**src/rtl/sprite_dma_pkg.sv**
```systemverilog
package sprite_dma_pkg;

    typedef enum logic [2:0] {
        PH_IDLE  = 3'd0,
        PH_LEAD  = 3'd1,
        PH_ALIGN = 3'd2,
        PH_READ  = 3'd3,
        PH_WRITE = 3'd4
    } dma_phase_e;

    typedef struct packed {
        logic [7:0] page;
        logic [7:0] base;
    } copy_job_t;

    function automatic logic phase_is_busy(dma_phase_e ph);
        return ph != PH_IDLE;
    endfunction

endpackage

```
**src/rtl/sdma_sequencer.sv**
```systemverilog
module sdma_sequencer
    import sprite_dma_pkg::*;
#(
    parameter int IDX_W = 8
) (
    input  logic             clk,
    input  logic             rst,
    input  logic             start_i,
    input  logic             odd_i,
    output dma_phase_e       phase_o,
    output logic [IDX_W-1:0] idx_o,
    output logic             accept_o,
    output logic             done_o
);
    localparam logic [IDX_W-1:0] IDX_LAST = {IDX_W{1'b1}};
    localparam logic [IDX_W-1:0] IDX_ONE  = {{(IDX_W-1){1'b0}}, 1'b1};

    dma_phase_e       phase_q, phase_d;
    logic [IDX_W-1:0] idx_q, idx_d;
    logic             odd_q;
    logic             done_q;

    assign accept_o = (phase_q == PH_IDLE) && start_i;

    always_comb begin
        phase_d = phase_q;
        idx_d   = idx_q;
        unique case (phase_q)
            PH_IDLE:  if (start_i) begin
                          phase_d = PH_LEAD;
                          idx_d   = '0;
                      end
            PH_LEAD:  phase_d = odd_q ? PH_ALIGN : PH_READ;
            PH_ALIGN: phase_d = PH_READ;
            PH_READ:  phase_d = PH_WRITE;
            PH_WRITE: begin
                          idx_d   = idx_q + IDX_ONE;
                          phase_d = (idx_q == IDX_LAST) ? PH_IDLE : PH_READ;
                      end
            default:  phase_d = PH_IDLE;
        endcase
    end

    always_ff @(posedge clk) begin
        if (rst) begin
            phase_q <= PH_IDLE;
            idx_q   <= '0;
            odd_q   <= 1'b0;
            done_q  <= 1'b0;
        end else begin
            phase_q <= phase_d;
            idx_q   <= idx_d;
            if (accept_o) odd_q <= odd_i;
            done_q  <= (phase_q == PH_WRITE) && (idx_q == IDX_LAST);
        end
    end

    assign phase_o = phase_q;
    assign idx_o   = idx_q;
    assign done_o  = done_q;

endmodule

```
**src/rtl/sdma_addr_gen.sv**
```systemverilog
module sdma_addr_gen #(
    parameter int PAGE_W = 8,
    parameter int IDX_W  = 8
) (
    input  logic                    clk,
    input  logic                    rst,
    input  logic                    load_i,
    input  logic [PAGE_W-1:0]       page_i,
    input  logic [IDX_W-1:0]        base_i,
    input  logic [IDX_W-1:0]        idx_i,
    output logic [PAGE_W+IDX_W-1:0] src_addr_o,
    output logic [IDX_W-1:0]        dst_addr_o
);
    logic [PAGE_W-1:0] page_q;
    logic [IDX_W-1:0]  base_q;

    always_ff @(posedge clk) begin
        if (rst) begin
            page_q <= '0;
            base_q <= '0;
        end else if (load_i) begin
            page_q <= page_i;
            base_q <= base_i;
        end
    end

    // Source is the page concatenated with the index; destination wraps
    // naturally because the sum is truncated to IDX_W bits.
    assign src_addr_o = {page_q, idx_i};
    assign dst_addr_o = base_q + idx_i;

endmodule

```
**src/rtl/sprite_copy_dma.sv**
```systemverilog
module sprite_copy_dma
    import sprite_dma_pkg::*;
#(
    parameter int PAGE_W = 8,
    parameter int IDX_W  = 8,
    parameter int DATA_W = 8
) (
    input  logic                    clk,
    input  logic                    rst,
    input  logic                    start_i,
    input  logic [PAGE_W-1:0]       page_i,
    input  logic [IDX_W-1:0]        base_i,
    input  logic                    odd_i,
    input  logic [DATA_W-1:0]       rd_data_i,
    output logic [PAGE_W+IDX_W-1:0] rd_addr_o,
    output logic                    rd_en_o,
    output logic [IDX_W-1:0]        wr_addr_o,
    output logic [DATA_W-1:0]       wr_data_o,
    output logic                    wr_en_o,
    output logic                    stall_o,
    output logic                    done_o
);
    localparam int RD_W = PAGE_W + IDX_W;

    dma_phase_e       phase;
    logic [IDX_W-1:0] idx;
    logic             accept;
    logic [RD_W-1:0]  src_addr;
    logic [IDX_W-1:0] dst_addr;

    sdma_sequencer #(.IDX_W(IDX_W)) u_seq (
        .clk      (clk),
        .rst      (rst),
        .start_i  (start_i),
        .odd_i    (odd_i),
        .phase_o  (phase),
        .idx_o    (idx),
        .accept_o (accept),
        .done_o   (done_o)
    );

    sdma_addr_gen #(.PAGE_W(PAGE_W), .IDX_W(IDX_W)) u_addr (
        .clk        (clk),
        .rst        (rst),
        .load_i     (accept),
        .page_i     (page_i),
        .base_i     (base_i),
        .idx_i      (idx),
        .src_addr_o (src_addr),
        .dst_addr_o (dst_addr)
    );

    assign rd_en_o   = (phase == PH_READ);
    assign wr_en_o   = (phase == PH_WRITE);
    assign rd_addr_o = src_addr;
    assign wr_addr_o = dst_addr;
    assign wr_data_o = rd_data_i;
    assign stall_o   = phase_is_busy(phase);

endmodule

```
**config.mk**
```make
export PLATFORM = sky130hd
export DESIGN_NAME = sprite_copy_dma
export DESIGN_NICKNAME = d
export VERILOG_FILES = /design/src/rtl/sprite_dma_pkg.sv /design/src/rtl/sdma_sequencer.sv /design/src/rtl/sdma_addr_gen.sv /design/src/rtl/sprite_copy_dma.sv
export SDC_FILE = /design/constraint.sdc
export NUM_CORES = 1
export LEC_CHECK = 0
export ABC_AREA = 1
export BUFFER_PORTS_ARGS = -buffer_cell sky130_fd_sc_hd__buf_2
export CORE_MARGIN = 2
export CORE_UTILIZATION = 51
export CTS_BUF_LIST = sky130_fd_sc_hd__clkbuf_4 sky130_fd_sc_hd__clkbuf_8
export DETAILED_ROUTE_END_ITERATION = 12
export PLACE_DENSITY = 0.9
export SLEW_MARGIN = 20
export SYNTH_ARGS = -nofsm -noshare
export SYNTH_HDL_FRONTEND = slang
export SYNTH_SLANG_ARGS = --single-unit
```
**constraint.sdc**
```tcl
create_clock -name clk -period 1.7 [get_ports clk]
set_clock_uncertainty 0.2 [all_clocks]
set_input_delay 0.085 -clock clk [delete_from_list [all_inputs] [get_ports clk]]
set_output_delay 0.085 -clock clk [all_outputs]
set_load 0.02 [all_outputs]
```
**Yosys cells after proc, flatten, opt, wreduce, memory -nomap -nowiden**

Index checks and enable logic that the tools add are counted.

- Input bits: 28
- Word-level logic and storage cells: 26
- Register bits: 29
- Output and inout bits: 36

- Add/sub/neg operators: 2
- Reductions and logical operators: 6
- Eq/ne operators: 6
- Multiplexer cells: 6

Operators by type and width:

| operator | number |
|---|---|
| 8-bit case mux with 2 select lines | 1 |
| 3-bit case mux with 5 select lines | 1 |
| 8-bit by 1-bit adder with 8-bit output (second input constant) | 1 |
| 8-bit adder | 1 |
| 8-bit equality test (second input constant) | 1 |
| 8-bit 2-to-1 mux | 1 |
| 3-bit by 2-bit equality test with 1-bit output (second input constant) | 2 |
| 3-bit by 1-bit equality test with 1-bit output (second input constant) | 1 |
| 3-bit equality test (second input constant) | 1 |
| 3-bit logical NOT | 1 |
| 3-bit 2-to-1 mux | 1 |
| 3-bit nonzero test | 1 |
| 1-bit logical AND | 2 |
| 2-bit 2-to-1 mux | 1 |
| 2-bit inequality test (second input constant) | 1 |
| 2-bit AND reduction | 1 |
| 2-bit nonzero test | 1 |
| 1-bit 2-to-1 mux | 1 |

**Logic depth before layout (Yosys ltp)**

Gate-level depths: netlist (run 1).

- Depth after elaboration: 3
- Mapped depth: 8
- Depth with buffers taken out: 7

**Modules after synthesis**

A second synthesis (run 1) with hierarchy kept.

- Cells, all modules: 251
- Area, all modules: 1717.9 um^2

By module, submodules not included:

| module | times used | sequential area each (um^2) | cells an instance | area an instance (um^2) |
|---|---|---|---|---|
| sdma_addr_gen | 1 | 320.3 | 137 | 970.9 |
| sdma_sequencer | 1 | 260.2 | 98 | 653.1 |
| sprite_copy_dma | 1 | 0.0 | 16 | 93.8 |

**Worst setup path after synthesis (run 1)**

Ideal clock, no wire load.

- Kind: reg2out
- Start: register u_seq.idx_q[0], in the netlist u_seq.idx_o[0]
- End: output wr_addr_o[4]
- Data arrival time: 1.517 ns
- Path buffers: 0
- Slack: -0.102 ns
- Stages on the path, launching flop included: 5
- Required time: 1.415 ns
- Path through: dfxtp_1 -> ha_1 -> fa_1 -> a21oi_1 -> xnor2_1

- Word-level cells in the longest chain between the ends: 1

RTL lines:

| item | RTL line | RTL |
|---|---|---|
| start, declared | sdma_sequencer.sv:19 | `logic [IDX_W-1:0] idx_q, idx_d;` |
| start signal, assigned | sdma_sequencer.sv:52 | `idx_q <= idx_d;` |
| 8-bit adder | sdma_addr_gen.sv:30 | `assign dst_addr_o = base_q + idx_i;` |
| end, declared | sprite_copy_dma.sv:17 | `output logic [IDX_W-1:0] wr_addr_o,` |

Every way passes these cells.

**Worst setup path in the final report (run 1)**

- Start: register u_addr.base_q[0]
- End: output wr_addr_o[4]

- Word-level cells in the longest chain between the ends: 1

RTL lines:

| item | RTL line | RTL |
|---|---|---|
| start, declared | sdma_addr_gen.sv:15 | `logic [IDX_W-1:0] base_q;` |
| start signal, assigned | sdma_addr_gen.sv:23 | `base_q <= base_i;` |
| 8-bit adder | sdma_addr_gen.sv:30 |  |

Every way passes these cells.

==> flow_summary.toml, run 1 <==
[power]
leakage_nw = 1.171
peakVddDrop_mv = 0.6840
powerDensity_nw_per_um2 = 792.1
total_power_mw = 2.021

[logic_synthesis]
ys_warn_count = 0
ys_types = 29
ys_ff_latch = 29
synth_area_per_cell_sq_um = 7.189
synth_cells = 240
synth_ff_type = "dfxtp_1"
yosysSeqAreaShare_pct = 33.65
syn-cell-area_sq_um = 1725
synth_edf_count = 0
synth_nets = 277
synth-async-reset-ratio_pct = 0

[critical_path]
max_stage_delay_ns = 0.42
worstPathCellList = "ha_4, fa_2, a21oi_4, xnor2_2, buf_4"
cpMaxStageDelayCell = "fa_2"
critical_path_class = "reg -> out"
worstReg2RegStart = "u_seq.idx_o[0]$_SDFFE_PP0P_"
crit_path_end_kind = "output pin"
rr_worst_depth = 7
crit_path_max_fanout = 3
worstPathArrival_ns = 1.74
rrSetupSlack_ns = 0.24
cp-start-kind = "flip-flop"
r2r_end = "u_seq.phase_o[1]$_SDFFE_PP0P_"
cp.required_ns = 1.41

[cts]
clk_pin_slew_worst_paths_ns = 0.10
cts_tree = "done"
root_buffer = "clkbuf_4"
cts_inserted_buffers = 5
clk_latency_ns = 0.34
cts_sinks = 29
htreeDepth = 2
cts_buffer_depth = 2

[finish]
final_area_sq_um = 2551
nets = 359
final_cell_mix = "68 x nand2_1, 41 x buf_2, 28 x a21oi_1, 27 x dlygate4sd3_1, 21 x buf_4"
final_cells = 369
final_common_cell = "nand2_1"
layout-drive-gt1-share_pct = 37.15
area_growth_pct = 47.86
fin_util_pct = 77.68
diodes = 0

[worst_hold_path]
holdPathEnd = "u_addr.page_q[4]$_SDFFE_PP0P_"
holdCritStartpoint = "u_addr.page_q[4]$_SDFFE_PP0P_"
hold_path_class = "reg -> reg"
min_delay_path_depth = 2

[outcome]
run_status = "finished with violations"
failed_checks = "setup timing"

[global_routing]
grt_pass1_vias = 1958
grt_antenna_before_repair = 0
met1_usage_pct = 30.11
grt_max_degree = 21
met2_usage_pct = 59.65
grt.met3_usage_pct = 7.971
track_usage_pct = 30.35
grt_pass1_wl_mm = 9.266
grt_overflow_total = 0
grt.busiest_layer = "met2"

[placed_design]
globalplace.congestion = 0.8071
placed_area_sq_um = 2019
dpl.cell_count = 330
numPortBuffers = 47
dp_slack_ns = 0.02243
dp_hpwl_mm = 3.047

[route]
num_vias = 1935
postRouteWirelength_mm = 5.652
ant_nets = 0
post_drt_wl_per_cell_um = 15.32
viasPerCell = 5.244
drc = 0
drt_iter0_drc = 182
first_pass_iters = 4

[sta]
whs_ns = 0.2718
setup_viol_count_final = 7
timing.final.ws_setup_ns = -0.3239
fmax_mhz = 494.1
hold_violations = 0
tns_ns = -1.643
relSlewSlack_pct = 78.97
worst_pin_slew_ns = 0.3152
period_share_pct = 119.1
final_max_slew_viol_count = 0
layout_min_cycle_time_ns = 2.024
rsz0062_at_grt = "true"

[floorplan]
fp.coreArea_sq_um = 3284
fp.dieW_um = 62.17
die_h_um = 62.17
initial_core_util_pct = 52.53
row_count = 21
io_pins = 64
dieArea_sq_um = 3864

[job]
maxCapViolations = 0
state kept, by name (all words and copies together), names as in the netlist:
| signal | cells |
|---|---|
| u_addr.base_q | 8 |
| u_addr.page_q | 8 |
| u_seq.idx_o | 8 |
| u_seq.phase_o | 3 |
| u_seq.done_o | 1 |
| u_seq.odd_q | 1 |
synthesized netlist by cell type, types with 4 or more instances:
master | number | area, sq um
nand3_2 | 10 | 100.1
dfxtp_1 | 29 | 580.6
nand2_1 | 71 | 266.5
buf_4 | 11 | 82.58
ha_1 | 8 | 100.1
o21ai_0 | 5 | 25.02
nand4_1 | 4 | 25.02
a21oi_1 | 30 | 150.1
inv_1 | 19 | 71.32
inv_2 | 4 | 15.01
nand3_1 | 15 | 75.07
nor2_1 | 13 | 48.80
worst max-delay path: cells and delay by family (launching register included):
family	cells	cell delay [ns]
fa+ha+maj	2	0.58
flops	1	0.35
compound gates	1	0.17
buf+inv	1	0.17
xor+xnor	1	0.13
cells by family (layout without fill, tap and decap cells):
family	after synthesis	after routing	synth area share, %
flip-flops	29	29	33.65
AND/OR/NAND/NOR	121	121	34.08
buffers and inverters	40	123	12.33
AO/OA/AOI/OAI	37	37	10.95
XOR/XNOR	4	4	2.031
adder cells (fa/ha/maj)	9	9	6.962
repair_timing:
| item | CTS | global route |
|---|---|---|
| pin swaps | 4 | 1 |
| resized for setup | 30 | 4 |
| hold buffers | 27 | 0 |
| setup buffers | 0 | 4 |
| hold endpoints to repair | 36 | 0 |
| setup endpoints to repair | 7 | 8 |
how the worst max path moves through the flow:
stage                                  start           end  slack, ns  cells past startpoint
2_1_floorplan    u_seq.idx_o[4]$_SDFFE_PP0P_  wr_addr_o[7]       0.02                      6
3_3_place_gp     u_seq.idx_o[0]$_SDFFE_PP0P_  wr_addr_o[4]       0.07                      5
3_5_place_dp     u_seq.idx_o[0]$_SDFFE_PP0P_  wr_addr_o[4]       0.02                      5
4_1_cts          u_seq.idx_o[0]$_SDFFE_PP0P_  wr_addr_o[6]      -0.29                      7
5_1_grt        u_addr.base_q[0]$_SDFFE_PP0P_  wr_addr_o[6]      -0.41                      7
6_report       u_addr.base_q[0]$_SDFFE_PP0P_  wr_addr_o[4]      -0.32                      5
final cells by class:
| type | count | area, sq um |
|---|---|---|
| multi-input cells | 171 | 1055 |
| fillers | 215 | 733.2 |
| repair buffers | 92 | 666.9 |
| flip-flops and latches | 29 | 596.8 |
| inverters | 23 | 86.33 |
| clock buffers | 7 | 58.81 |
| well taps | 46 | 57.56 |
| clock inverters | 1 | 30.03 |
report_power, final:
group          switching, mW  leakage (nW)  internal, mW
logic                  0.355         0.880         0.265
clock network          0.252        0.0489         0.367
registers             0.0485         0.242         0.733
total                  0.656          1.17          1.37
metal layers:
layer | vias to the layer above | part of all wire, %
li1 | 933 | -
met1 | 895 | 37
met2 | 90 | 55
met3 | 17 | 5.2
met4 | 0 | 3.1
met5 | - | 0
(Power assumes the default switching activity.)
==> inputs of run 2 (changes only) <==
--- a/config.mk
+++ b/config.mk
@@ -15,4 +15,5 @@
 export SLEW_MARGIN = 20
 export SYNTH_ARGS = -nofsm -noshare
 export SYNTH_HDL_FRONTEND = slang
+export SYNTH_HIERARCHICAL = 1
 export SYNTH_SLANG_ARGS = --single-unit
==> flow_summary.toml, run 2 <==
[sta]
hold_violations = 0
layout_min_cycle_time_ns = 2.082
final_max_slew_viol_count = 0
tns_ns = -1.807
fmax_mhz = 480.2
relSlewSlack_pct = 78.13
timing.final.ws_setup_ns = -0.3823
worst_pin_slew_ns = 0.3280
whs_ns = 0.2656
rsz0062_at_grt = "true"
period_share_pct = 122.5
setup_viol_count_final = 7

[cts]
cts_buffer_depth = 2
clk_pin_slew_worst_paths_ns = 0.10
cts_inserted_buffers = 5
clk_latency_ns = 0.33
cts_sinks = 29
root_buffer = "clkbuf_4"
cts_tree = "done"
htreeDepth = 2

[global_routing]
track_usage_pct = 27.05
grt_max_degree = 22
grt_overflow_total = 0
grt_antenna_before_repair = 0
grt_pass1_vias = 1715
grt_pass1_wl_mm = 7.479

[power]
leakage_nw = 1.183
powerDensity_nw_per_um2 = 708.2
sw_frac_of_total_pct = 34.96
seq_power_share_pct = 43.8
peakVddDrop_mv = 0.5973
p_comb_share_pct = 32.5
p_int_mw = 1.156
switchingPower_mw = 0.6212
power.share.clock_pct = 23.7
total_power_mw = 1.777

[critical_path]
rr_worst_depth = 8
crit_path_end_kind = "output pin"
crit_path_max_fanout = 2
cp.required_ns = 1.41
rrSetupSlack_ns = 0.10
critical_path_class = "reg -> out"
cp-start-kind = "flip-flop"
worstPathArrival_ns = 1.80

[worst_hold_path]
min_delay_path_depth = 2
hold_path_class = "reg -> reg"

[route]
first_pass_iters = 4
drc = 0
num_vias = 1908
postRouteWirelength_mm = 5.122
viasPerCell = 5.074
ant_nets = 0
post_drt_wl_per_cell_um = 13.62
drt_iter0_drc = 94

[placed_design]
dp_slack_ns = -0.02793
numPortBuffers = 47
dpl.cell_count = 338
dp_hpwl_mm = 2.821
placed_area_sq_um = 1974
globalplace.congestion = 0.8699

[finish]
fillers = 227
nets = 366
area_growth_pct = 46.03
diodes = 0
layout-drive-gt1-share_pct = 36.06
fin_util_pct = 76.38
final_cell_mix = "76 x nand2_1, 40 x buf_2, 27 x dlygate4sd3_1, 24 x a21oi_1, 21 x inv_1"
final_cells = 376
final_area_sq_um = 2509
final_common_cell = "nand2_1"

[outcome]
failed_checks = "setup timing"
run_status = "finished with violations"

[logic_synthesis]
synth_largest_area_cell = "dfxtp_1"
ys_warn_count = 6
synth_ff_type = "dfxtp_1"
synth_area_per_cell_sq_um = 6.844
yosysTopAreaCellShare_pct = 33.79
ys_top_cells_by_count = "83 x nand2_1, 29 x dfxtp_1, 25 x inv_1, 24 x a21oi_1, 18 x nor2_1"
synth-async-reset-ratio_pct = 0
synth_cells = 251
yosysSeqAreaShare_pct = 33.79
synth_edf_count = 0
syn-cell-area_sq_um = 1718
synth.area.top_cells = "dfxtp_1 34%, nand2_1 18%, buf_4 7.4%"
yosysMostFrequentCell = "nand2_1"
ys_ff_latch = 29
ys_types = 25
synth_nets = 288

[floorplan]
row_count = 21
die_h_um = 62.04
fp.coreArea_sq_um = 3284
fp.dieW_um = 62.04
initial_core_util_pct = 52.30
dieArea_sq_um = 3849
io_pins = 64

[job]
maxCapViolations = 0
==> run 2: changes by cell type after synthesis, moves of 3 or more <==
cell,previous run,this run
nand2_1,71,83
nand3_2,10,0
a21oi_1,30,24
buf_4,11,17
inv_1,19,25
nor2_1,13,18
nand4_1,4,0
nor2_2,1,4
==> run 2: cells by family (layout without fill, tap and decap cells) <==
kind of cell,after synthesis,in the layout,share of synthesized area (%)
adder cells (fa/ha/maj),9,9,6.992
AO/OA/AOI/OAI,33,33,10.42
buffers and inverters,50,129,15.80
XOR/XNOR,4,4,2.039
AND/OR/NAND/NOR,126,126,30.95
flip-flops,29,29,33.79
==> run 2: metal layers <==
| layer | GRT usage [%] | vias to the layer above | share of wire, % |
|---|---|---|---|
| li1 | - | 927 | - |
| met1 | 30.04 | 884 | 38 |
| met2 | 48.51 | 80 | 52 |
| met3 | 6.004 | 17 | 6.3 |
| met4 | 12.77 | 0 | 3.1 |
| met5 | 0 | - | 0 |
==> run 2: power groups by stage <==
stage	Sequential [mW]	Combinational, mW	Clock, mW
5_1_grt	0.785	0.630	0.462
3_5_place_dp	0.781	0.451	0
6_report	0.778	0.578	0.421
4_1_cts	0.774	0.551	0.428
3_3_place_gp	0.780	0.437	0
2_1_floorplan	0.806	0.319	0
==> run 2: final cells by class <==
| cell class | count | area (sq um) | area share, % |
|---|---|---|---|
| Inverter | 29 | 111.4 | 4.439 |
| Multi-Input combinational cell | 172 | 1008 | 40.20 |
| Clock inverter | 2 | 10.01 | 0.3990 |
| Tap cell | 46 | 57.56 | 2.294 |
| Timing Repair Buffer | 92 | 680.7 | 27.13 |
| Sequential cell | 29 | 595.6 | 23.74 |
| Clock buffer | 6 | 45.04 | 1.796 |
==> run 2: path summary, 6_finish.rpt <==
path | endpoint | startpoint
worst max-delay path | wr_addr_o[6] | u_seq/idx_o[0]$_SDFFE_PP0P_
worst min register to register | u_addr/page_q[5]$_SDFFE_PP0P_ | u_addr/page_q[5]$_SDFFE_PP0P_
worst min-delay path | u_addr/page_q[5]$_SDFFE_PP0P_ | u_addr/page_q[5]$_SDFFE_PP0P_
worst max register to register | u_seq/phase_o[1]$_SDFFE_PP0P_ | u_seq/idx_o[1]$_SDFFE_PP0P_
==> run 2: what timing repair did <==
item | in CTS | in global routing
hold endpoints to repair | 34 | 0
resized for setup | 35 | 13
buffers inserted | 3 | 1
pin swaps | 6 | 7
hold buffers | 27 | 0
setup endpoints to repair | 7 | 8
==> run 2: worst max-delay path: stages (launching register included) <==
cell and delay, ns:
dfxtp_4 0.38, ha_4 0.14, inv_2 0.03, fa_2 0.34, inv_2 0.06, nand2_2 0.04
nand2_2 0.08, nand3_2 0.08, nand2_1 0.06, nand2_1 0.05, nand2_1 0.08, buf_6 0.12
